==> src/rtl/adc_fmt_pkg.sv <==
package adc_fmt_pkg;

    localparam int SMP_W         = 16;
    localparam int RATIO_W       = 8;
    localparam int MUX_MIN_RATIO = 8;

    typedef enum logic [1:0] {
        CODE_OFFBIN = 2'b00,
        CODE_TWOS   = 2'b01,
        CODE_GRAY   = 2'b10,
        CODE_TWOS2  = 2'b11
    } code_e;

    typedef struct packed {
        logic mux;
        logic flip;
    } mode_t;

    function automatic logic mux_legal(input logic req, input logic whole,
                                       input logic [RATIO_W-1:0] ratio);
        return req && whole && (ratio > RATIO_W'(MUX_MIN_RATIO));
    endfunction

endpackage

==> src/rtl/adc_code_enc.sv <==
module adc_code_enc
    import adc_fmt_pkg::*;
#(
    parameter int W = SMP_W
) (
    input  logic [W-1:0] raw,
    input  code_e        sel,
    output logic [W-1:0] coded
);
    logic [W-1:0] obin;

    always_comb begin
        obin = {~raw[W-1], raw[W-2:0]};
        unique case (sel)
            CODE_OFFBIN: coded = obin;
            CODE_GRAY:   coded = obin ^ (obin >> 1);
            default:     coded = raw;
        endcase
    end
endmodule

==> src/rtl/adc_ovr_det.sv <==
module adc_ovr_det
    import adc_fmt_pkg::*;
#(
    parameter int W = SMP_W
) (
    input  logic [W-1:0] raw,
    input  logic [W-1:0] limit,
    output logic         hit
);
    logic [W:0] mag;
    logic       clip;

    always_comb begin
        mag  = raw[W-1] ? ({1'b0, ~raw} + (W+1)'(1)) : {1'b0, raw};
        clip = (raw == {1'b0, {(W-1){1'b1}}}) || (raw == {1'b1, {(W-1){1'b0}}});
        hit  = clip || (mag > {1'b0, limit});
    end
endmodule

==> src/rtl/adc_slot_seq.sv <==
module adc_slot_seq #(
    parameter int STROBE_DIV = 8
) (
    input  logic       clk,
    input  logic       rst,
    input  logic       stb,
    output logic       slot_ev,
    output logic [1:0] slot_idx
);
    localparam int CW = $clog2(STROBE_DIV + 1);
    localparam int Q  = STROBE_DIV / 4;
    localparam logic [CW-1:0] Q1  = CW'(Q);
    localparam logic [CW-1:0] Q2  = CW'(2 * Q);
    localparam logic [CW-1:0] Q3  = CW'(3 * Q);
    localparam logic [CW-1:0] TOP = CW'(STROBE_DIV);

    logic [CW-1:0] cnt_q;

    always_ff @(posedge clk) begin
        if (rst) begin
            cnt_q <= TOP;
        end else if (stb) begin
            cnt_q <= CW'(1);
        end else if (cnt_q != TOP) begin
            cnt_q <= cnt_q + CW'(1);
        end
    end

    always_comb begin
        slot_ev  = !stb && ((cnt_q == Q1) || (cnt_q == Q2) || (cnt_q == Q3));
        slot_idx = (cnt_q == Q1) ? 2'd1 : (cnt_q == Q2) ? 2'd2 : 2'd3;
    end
endmodule

==> src/rtl/adc_out_fmt.sv <==
module adc_out_fmt
    import adc_fmt_pkg::*;
#(
    parameter int STROBE_DIV = 8
) (
    input  logic               clk,
    input  logic               rst,
    input  logic               smp_vld,
    input  logic [SMP_W-1:0]   smp_a,
    input  logic [SMP_W-1:0]   smp_b,
    input  logic [1:0]         code_sel,
    input  logic               mux_req,
    input  logic               dco_flip,
    input  logic               dec_whole,
    input  logic [RATIO_W-1:0] dec_ratio,
    input  logic [SMP_W-1:0]   ovr_limit,
    output logic [SMP_W-1:0]   bus_a,
    output logic [SMP_W-1:0]   bus_b,
    output logic               dco,
    output logic               ovr_a,
    output logic               ovr_b,
    output logic               mux_refused
);
    localparam int NCH = 2;

    logic [NCH-1:0][SMP_W-1:0] raw;
    logic [NCH-1:0][SMP_W-1:0] coded;
    logic [NCH-1:0][SMP_W-1:0] hold_q;
    logic [NCH-1:0]            hit;
    logic [NCH-1:0]            ovr_q;
    logic [SMP_W-1:0]          bus_a_q, bus_b_q;
    logic                      dco_q, refused_q, legal;
    mode_t                     mode_q;
    logic                      slot_ev;
    logic [1:0]                slot_idx;

    assign raw[0] = smp_a;
    assign raw[1] = smp_b;
    assign legal  = mux_legal(mux_req, dec_whole, dec_ratio);

    for (genvar ch = 0; ch < NCH; ch++) begin : g_ch
        adc_code_enc #(.W(SMP_W)) u_enc (
            .raw   (raw[ch]),
            .sel   (code_e'(code_sel)),
            .coded (coded[ch])
        );
        adc_ovr_det #(.W(SMP_W)) u_ovr (
            .raw   (raw[ch]),
            .limit (ovr_limit),
            .hit   (hit[ch])
        );
    end

    adc_slot_seq #(.STROBE_DIV(STROBE_DIV)) u_seq (
        .clk      (clk),
        .rst      (rst),
        .stb      (smp_vld),
        .slot_ev  (slot_ev),
        .slot_idx (slot_idx)
    );

    always_ff @(posedge clk) begin
        if (rst) begin
            hold_q    <= '0;
            ovr_q     <= '0;
            bus_a_q   <= '0;
            bus_b_q   <= '0;
            dco_q     <= 1'b0;
            refused_q <= 1'b0;
            mode_q    <= '0;
        end else if (smp_vld) begin
            hold_q    <= coded;
            ovr_q     <= hit;
            refused_q <= mux_req && !legal;
            mode_q    <= '{mux: legal, flip: dco_flip};
            bus_a_q   <= coded[0];
            bus_b_q   <= legal ? '0 : coded[1];
            dco_q     <= legal ? !dco_flip : dco_flip;
        end else if (slot_ev) begin
            if (mode_q.mux) begin
                bus_a_q <= slot_idx[0] ? hold_q[1] : hold_q[0];
                dco_q   <= !slot_idx[0] ^ mode_q.flip;
            end else if (slot_idx == 2'd2) begin
                dco_q   <= !mode_q.flip;
            end
        end
    end

    assign bus_a       = bus_a_q;
    assign bus_b       = bus_b_q;
    assign dco         = dco_q;
    assign ovr_a       = ovr_q[0];
    assign ovr_b       = ovr_q[1];
    assign mux_refused = refused_q;
endmodule

==> config.mk <==
export PLATFORM = sky130hd
export DESIGN_NAME = adc_out_fmt
export DESIGN_NICKNAME = d
export VERILOG_FILES = /design/src/rtl/adc_fmt_pkg.sv /design/src/rtl/adc_code_enc.sv /design/src/rtl/adc_ovr_det.sv /design/src/rtl/adc_slot_seq.sv /design/src/rtl/adc_out_fmt.sv
export SDC_FILE = /design/constraint.sdc
export NUM_CORES = 1
export LEC_CHECK = 0
export BUFFER_PORTS_ARGS = -buffer_cell sky130_fd_sc_hd__buf_4
export CAP_MARGIN = 25
export CORE_MARGIN = 4
export CORE_UTILIZATION = 61
export DETAILED_ROUTE_END_ITERATION = 6
export GPL_TIMING_DRIVEN = 0
export PLACE_DENSITY = 0.83
export SKIP_LAST_GASP = 1
export SYNTH_ARGS = -nofsm -noshare
export SYNTH_HDL_FRONTEND = slang
export SYNTH_HIERARCHICAL = 1
export SYNTH_SLANG_ARGS = --single-unit
==> constraint.sdc <==
create_clock -name clk -period 9.3 [get_ports clk]
set_input_delay 1.86 -clock clk [delete_from_list [all_inputs] [get_ports clk]]
set_output_delay 1.86 -clock clk [all_outputs]
set_load 0.03 [all_outputs]
Yosys cells after proc, flatten, opt, wreduce, memory -nomap -nowiden
Cells that the tools add are included.

storage, ports and cells
  flip-flop bits (word level) = 74
  input port bits = 64

operators by class
  $add $sub $neg = 3
  magnitude comparators = 3
  equality and inequality tests = 10
  multiplexer cells = 18
  bitwise gates (word level) = 7
  reductions and logical operators = 23

operator list
  kind                     count
  $mux W16                 5
  $pmux W16 S2             2
  $add A16 B1 Y17 const B  2
  $gt A17 B16 Y1           2
  $mux W17                 2
  $eq A16 B15 Y1 const B   2
  $eq A16 B16 Y1 const B   2
  $not A16 Y16             2
  $xor A16 B15 Y16         2
  $eq A4 B3 Y1 const B     2
  $gt A8 B4 Y1 const B     1
  $mux W4                  2
  $logic_or A1 B1 Y1       6
  $mux W1                  6
  $reduce_bool A2 Y1       3
  $logic_not A1 Y1         5
  $add A4 B1 Y4 const B    1
  $eq A2 B2 Y1 const B     2
  $eq A4 B2 Y1 const B     1
  $logic_and A1 B1 Y1      4
  $ne A4 B4 Y1 const B     1
  $reduce_and A2 Y1        2
  $reduce_bool A3 Y1       1
  $logic_not A2 Y1         1
  other kinds (4)          5

Longest topological paths before layout
Gate-level depths: netlist of run 1.

  depth after elaboration = 8
  mapped depth = 14
  mapped depth without buffers = 14

Hierarchy
Netlist of run 1, hierarchy kept.

modules (own cells, without submodules)
  module        times used  cells each  area each (um^2)  sequential area each (um^2)
  adc_out_fmt   1           322         2975.4            1401.3
  adc_ovr_det   2           105         763.2             0.0
  adc_code_enc  2           33          270.3             0.0
  adc_slot_seq  1           25          241.5             80.1

Worst setup path before layout of run 1
No wires, ideal clock.

  path type = input to register
  start = in smp_b[5]
  end = reg ovr_q[1]
  library setup time = 0.128 ns
  arrival = 4.668 ns
  path slack = 4.504 ns
  cell stages on the path = 12
  path buffers = 0
  cell sequence = or4_1 -> or2_1 -> or3_4 -> nor4b_1 -> ha_1 -> nand3_1 -> nor3_1 -> a2111oi_0 -> o41ai_1 -> a211o_1 -> mux2i_1 -> nor2_1

between the ends
  cells in the longest elaborated chain, start to end = 5

RTL lines
  what                    RTL line           text
  start: declaration      adc_out_fmt.sv:10  input logic [SMP_W-1:0] smp_b,
  $not A16 Y16            adc_ovr_det.sv:14  mag = raw[W-1] ? ({1'b0, ~raw} + (W+1)'(1)) : {1'b0, raw};
  $add A16 B1 Y17         adc_ovr_det.sv:14
  $mux W17                adc_ovr_det.sv:14
  $gt A17 B16 Y1          adc_ovr_det.sv:16  hit = clip || (mag > {1'b0, limit});
  $logic_or A1 B1 Y1 *    adc_ovr_det.sv:16
  named net hit[1]        adc_out_fmt.sv:29  logic [NCH-1:0] hit;
  end signal: assignment  adc_out_fmt.sv:73  ovr_q <= hit;
  end: declaration        adc_out_fmt.sv:30  logic [NCH-1:0] ovr_q;

The timed path passes the listed nets; every way through them passes the cells marked *.
A chain may end at the register's enable or synchronous reset.

Worst setup path in the final report of run 1
Same ends and word-level chain as after synthesis.

==> out/metrics.csv, run 1 <==
metric,value,unit
syn_area,5280,um2
synthCells,623,
cts.sinks,74,
relSlewSlack,68.9,%
grt_pass1_vias,4952,
maxCapViolations,0,
dieHeight,101,um
final_max_slew_viol_count,0,
timing.final.ws_setup,4210,ps
grt_antenna_before_repair,0,
core_area,8340,um2
criticalPathCategory,in -> reg,
clock.fmax,196,MHz
io_buffers,99,
finalCritPeriodShare,54.8,%
finalSetupTns,0,ps
num_rows,33,
final_layout_size_suffix_gt1_share,23.0,%
gp_congestion,0.942,
hpwl,11200,um
end_kind,flip-flop,
min_path_cells,2,
wl_met3,802,um
clk_path_buf_depth,2,
grt_use_total,28.3,%
dr.pass1.iters,4,
rrSetupSlack,7120,ps
grt_first_pass_wirelength,23200,um
dp.cells,827,
p_sw,261,uW
ys_async_sr_fraction,0,%
ir_drop,0.0000579,V
critPathLaunchType,primary input,
wl,13900,um
synth_edf_count,0,
status,completed,
route.vias.total,4861,
instances_no_fill,843,
post_cts_resized,0,
m1WireLength,5870,um
hold_viol_final,0,
critPathRequiredTime,9520,ps
drt_iter0_markers,174,
synth_ff_type,dfxtp_1,
reg2reg_to,bus_a[14],
via_per_inst,5.77,
yosys_warnings,6,
die_x,101,um
numCtsBuffers,9,
drtAntennaViolNets,0,
grt_max_degree,15,
post-place-ws,3880,ps
synthToLayoutAreaGrowth,20.0,%
hold_end,bus_a[4],
nets,836,
clk_pin_slew,70,ps
p_int,561,uW
min_path_type,reg -> reg,
cts_setup_buffers,0,
crit-reg2reg-launch,u_seq/cnt_q[0],
yosysUniqueCellTypes,48,
htree_levels,3,
n_antenna_cell,0,
dr_wl_met2,6920,um
syn-num-nets,726,
combPwrFrac,29.4,%
cts_tree,built,
floorplan.initialDensity,63.4,%
skew,9.32,ps
ff2ff_path_depth,9,
min_from,bus_a[4],
power_density,130,nW/um2
die_area,10200,um2
worst_ep_arrival_time,5320,ps
pin_count,100,
worstMarginPinSlew,454,ps
finalSetupViolations,0,
cts-hold-fix-buffers,0,
synth-seq-area-share,28.0,%
clk_latency,350,ps
seq_power_share,42.8,%
synth.avg_cell_area,8.48,um2
rsz0062_at_grt,false,
ys_ff_latch,74,
wl_per_cell,16.5,um
p_clk_share,27.9,%
grt_overflow_total,0,
leakagePower,2.92,nW
path_max_fanout,8,
drc,0,
cts_root_buf,clkbuf_8,
swShare,31.8,%
finalCriticalPeriod,5090,ps
routed.top_layer,met4,
through the flow:
| step | power, mW | utilization [%] | area, um2 | hold WS (ps) |
|---|---|---|---|---|
| floorplan | 0.508 | - | 5280 | 444 |
| detailed placement | 0.598 | 73.8 | 6160 | 444 |
| CTS | 0.824 | 76.0 | 6340 | 454 |
| global route | 0.869 | 76.0 | 6340 | 484 |
| global placement | 0.590 | 73.8 | 6160 | 440 |
| finish | 0.823 | 76.0 | 6340 | 450 |
critical path, stage by stage:
cell       delay (ps)
buf_4             150
or4_1             540
or2_1             260
or3_4             400
nor4b_1           390
ha_1              330
nand3_1           150
nor3_1             70
a2111oi_0         450
o41ai_1           180
a211o_1           360
mux2i_1           140
nor2_1             50
placed cells by master (no fill, tap or decap), types with 4 or more instances in the layout:
cell type  instances
a21o_1             9
a21oi_1           39
a21oi_2           11
buf_2             14
buf_4            106
clkbuf_1           8
clkbuf_8          13
dfxtp_1           74
ha_1              39
inv_1             39
mux2i_1           47
nand2_1           82
nand2b_1           4
nand3_1           10
nand3_2           10
nand3b_1          33
nand4_1           10
nor2_1            38
nor3_1             6
o211ai_1          11
o21ai_0           17
o31ai_1            5
o41ai_1            4
or3_1              4
or4_1              4
xnor2_1           58
xor2_1             4
synth_stat cells, types with 10 or more instances:
library cell / number / area, um2
a21oi_1: 39 / 195
a21oi_2: 11 / 96.3
buf_2: 14 / 70.1
dfxtp_1: 74 / 1480
ha_1: 39 / 488
inv_1: 39 / 146
mux2i_1: 47 / 470
nand2_1: 82 / 308
nand3_1: 10 / 50.1
nand3_2: 10 / 100
nand3b_1: 33 / 248
nand4_1: 10 / 62.6
nor2_1: 38 / 143
o211ai_1: 11 / 82.6
o21ai_0: 17 / 85.1
xnor2_1: 58 / 508
worst max path at each step:
stage                     slack (ps)        to  depth (start not counted)      from
after global routing            4000  ovr_q[0]                         13  smp_a[5]
final                           4210  ovr_q[1]                         13  smp_b[5]
after global placement          3950  ovr_q[0]                         13  smp_a[5]
after CTS                       4240  ovr_q[0]                         13  smp_a[5]
after floorplan                 4500  ovr_q[1]                         12  smp_b[5]
after detailed placement        3880  ovr_q[0]                         13  smp_a[5]
final cells by class:
type | instances | area (um2)
clock inverter | 2 | 10.0
inverter | 39 | 146
sequential | 74 | 1480
fill | 658 | 2000
clock buffer | 14 | 173
buffer | 33 | 216
tap | 105 | 131
multi-input combinational | 477 | 3440
timing repair buffer | 99 | 743
state kept, by name (all words and copies together) (netlist names):
| name | flops |
|---|---|
| ovr_q | 2 |
| mode_q | 2 |
| u_seq/cnt_q | 4 |
| mux_refused | 1 |
| hold_q | 32 |
| bus_a | 16 |
| bus_b | 16 |
| dco | 1 |
per-layer routing:
metal	vias to the layer above	track usage (%)
li1	2380	-
met1	2278	34.9
met2	174	49.8
met3	29	4.57
met4	0	9.10
met5	-	0
cell families (layout without fill, tap and decap cells):
group,Yosys count,count (layout),synth area share [%]
buffers and inverters,72,187,6.87
multiplexers,47,47,8.90
flip-flops,74,74,28.0
XOR/XNOR,62,62,10.3
AO/OA/AOI/OAI,113,113,14.4
adder cells (fa/ha/maj),39,39,9.24
AND/OR/NAND/NOR,216,216,22.3
power by group through the flow:
stage	clock network [mW]	logic, mW	registers (mW)
floorplan	0	0.134	0.374
global placement	0	0.232	0.358
finish	0.229	0.242	0.352
CTS	0.231	0.241	0.351
global route	0.248	0.267	0.354
detailed placement	0	0.240	0.358
(Power assumes the default switching activity.)
==> inputs of run 2 (changes only) <==
- ABC_AREA: unset -> 1
- CORE_UTILIZATION: 61 -> 52
- PLACE_DENSITY: 0.83 -> 0.74
- clock period: 9.3 -> 4.5 ns (I/O delays scaled with it)
==> out/metrics.csv, run 2 <==
metric,value,unit,change
clk_path_buf_depth,2,,unchanged
clk_pin_slew,80,ps,about the same
yosys_warnings,6,,unchanged
layout_commonest_cell,nand2_1,,
dieHeight,112,um,+11%
synth_common_cells,"nand2_1 (238), inv_1 (122), a21oi_1 (95), nand3_1 (95), dfxtp_1 (74)",,
numCtsBuffers,9,,unchanged
finalCritPeriodShare,61.7,%,
cts_tree,built,,
skew,10.2,ps,+0.912 ps
core_area,10500,um2,+25%
critPathLaunchType,primary input,,
synthCells,880,,+41%
grt_pass1_vias,5167,,+4.3%
clk_latency,350,ps,about the same
drtAntennaViolNets,0,,unchanged
rsz0062_at_grt,false,,
p_sw,594,uW,+130%
rrSetupSlack,2680,ps,-4440 ps
gp_congestion,0.839,,-11%
drt_iter0_markers,462,,+170%
combPwrFrac,28.6,%,-0.8 points
power_density,269,nW/um2,+110%
criticalPathCategory,in -> reg,,
ir_drop,0.000192,V,+230%
synth_area_leader_cell,dfxtp_1,,
final_max_slew_viol_count,0,,unchanged
die_x,112,um,+11%
routed.top_layer,met4,,
synth_ff_type,dfxtp_1,,
grt_antenna_before_repair,0,,unchanged
io_buffers,98,,-1.0%
min_path_cells,2,,unchanged
via_per_inst,5.18,,-10%
syn-num-nets,983,,+35%
cts_root_buf,clkbuf_8,,
die_area,12600,um2,+23%
grt_use_total,24.3,%,-4.0 points
synthToLayoutAreaGrowth,20.1,%,about the same
ys_ff_latch,74,,unchanged
drc,0,,unchanged
pin_count,100,,unchanged
num_rows,37,,+12%
min_path_type,reg -> reg,,
wl_per_cell,13.6,um,-18%
synth.avg_cell_area,6.41,um2,-24%
finalSetupTns,0,ps,unchanged
layout_common_cells,"nand2_1 (238), inv_1 (122), buf_4 (105)",,
grt_max_degree,14,,-1
final_layout_size_suffix_gt1_share,18.9,%,-4.1 points
grt_overflow_total,0,,unchanged
maxCapViolations,0,,unchanged
grt_first_pass_wirelength,25200,um,+8.5%
path_max_fanout,4,,-4
ys_async_sr_fraction,0,%,unchanged
nets,1092,,+31%
synth-seq-area-share,26.2,%,-1.8 points
post_cts_resized,0,,unchanged
synthTopCellsByArea,"dfxtp_1 (26%), nand2_1 (16%), ha_1 (8.6%), a21oi_1 (8.4%), nand3_1 (8.4%)",,
m1WireLength,7460,um,+27%
critPathRequiredTime,4750,ps,-4770 ps
cts.sinks,74,,unchanged
cpPeakStageDelay,290,ps,-250 ps
crit_path_cell_trace,buf_4 > inv_1 > ha_1 > nand2_1 > nor2_4 > nand3_2 > nand2_2 > nand2_1 > xor2_1 > ha_1 > nand3_1 > nor3_1 > nand4_1 > nand2_1 > nand2_1 > nor2_1 > nor2_1,,
finalSetupViolations,0,,unchanged
wl,15300,um,+10%
critPathSlowestCell,ha_1,,
seq_power_share,39.5,%,-3.3 points
p_clk_share,31.9,%,+4.0 points
yosysTopAreaCellShare,26.2,%,-1.8 points
synth_edf_count,0,,unchanged
yosysUniqueCellTypes,31,,-35%
swShare,32.6,%,+0.80 points
largest_reg_flops,32,,unchanged
worst_ep_arrival_time,3030,ps,-2290 ps
clock.fmax,360,MHz,
cts-hold-fix-buffers,0,,unchanged
largest-register,hold_q,,
leakagePower,3.48,nW,+19%
n_antenna_cell,0,,unchanged
end_kind,flip-flop,,
final_cell_area,6780,um2,+6.9%
fillCellCount,1067,,+62%
status,completed,,
relSlewSlack,61.5,%,-7.5 points
syn_area,5640,um2,+6.8%
worstMarginPinSlew,578,ps,+124 ps
route.vias.total,5858,,+21%
cpMostUsedCell,nand2_1,,
floorplan.initialDensity,53.9,%,-9.4 points
ff2ff_path_depth,9,,unchanged
hpwl,12100,um,+7.9%
finalCriticalPeriod,2780,ps,
cts_setup_buffers,0,,unchanged
synth.most_common_cell,nand2_1,,
placed_area,6550,um2,+6.4%
htree_levels,3,,unchanged
dr.pass1.iters,5,,+1
p_int,1.23,mW,+120%
hold_viol_final,0,,unchanged
dr_wl_met2,6690,um,-3.3%
wl_met3,978,um,+22%
[run 2: cell families (layout without fill, tap and decap cells)]
logic type	count (synthesis)	count (layout)	share of synthesized area (%)
AOI/OAI and AO/OA	149	149	14.0
xor gates and xnor gates	25	25	3.88
adders and majority gates	39	39	8.65
buffers and inverters	170	284	13.8
DFF	74	74	26.2
and+or+nand+nor	423	423	33.5
[run 2: power by group through the flow]
| stage | logic, mW | registers (mW) | clock network (mW) |
|---|---|---|---|
| global route | 0.587 | 0.725 | 0.618 |
| floorplan | 0.292 | 0.773 | 0 |
| detailed placement | 0.519 | 0.734 | 0 |
| CTS | 0.521 | 0.719 | 0.586 |
| finish | 0.521 | 0.720 | 0.581 |
| global placement | 0.512 | 0.733 | 0 |
[run 2: layer usage]
layer,vias up,track usage [%]
met2,163,35.6
li1,3061,-
met5,-,0
met1,2616,36.2
met4,0,5.21
met3,18,5.50
[run 2: final timing paths]
kind,startpoint,endpoint
max reg2reg,u_seq/cnt_q[0],bus_a[11]
max,smp_b[0],ovr_q[1]
min,bus_b[11],bus_b[11]
min reg2reg,bus_b[11],bus_b[11]
[run 2: per-stage QoR]
stage | hold slack (ps) | instances | worst slack [ps] | power, mW | util [%]
2_1_floorplan | 441 | 880 | 1770 | 1.07 | -
3_3_place_gp | 455 | 1114 | 1350 | 1.25 | 62.6
3_5_place_dp | 457 | 1114 | 1330 | 1.25 | 62.6
4_1_cts | 470 | 1130 | 1710 | 1.83 | 64.8
5_1_grt | 491 | 1130 | 1430 | 1.93 | 64.8
6_report | 469 | 1130 | 1720 | 1.82 | 64.8
[run 2: cell type report]
type | instances | area (um2) | share of cell area, %
Sequential cell | 74 | 1480 | 21.9
Multi-Input combinational cell | 636 | 3380 | 49.9
Tap cell | 136 | 170 | 2.51
Timing Repair Buffer | 98 | 736 | 10.9
Buffer | 37 | 272 | 4.01
Inverter | 133 | 507 | 7.48
Clock inverter | 6 | 88.8 | 1.31
Clock buffer | 10 | 138 | 2.03
[run 2: critical path: cells and delay by family]
family / cells / cell delay (ps)
AND/OR/NAND/NOR: 12 / 1320
buffers and inverters: 2 / 210
XOR/XNOR: 1 / 150
adder cells (fa/ha/maj): 2 / 450
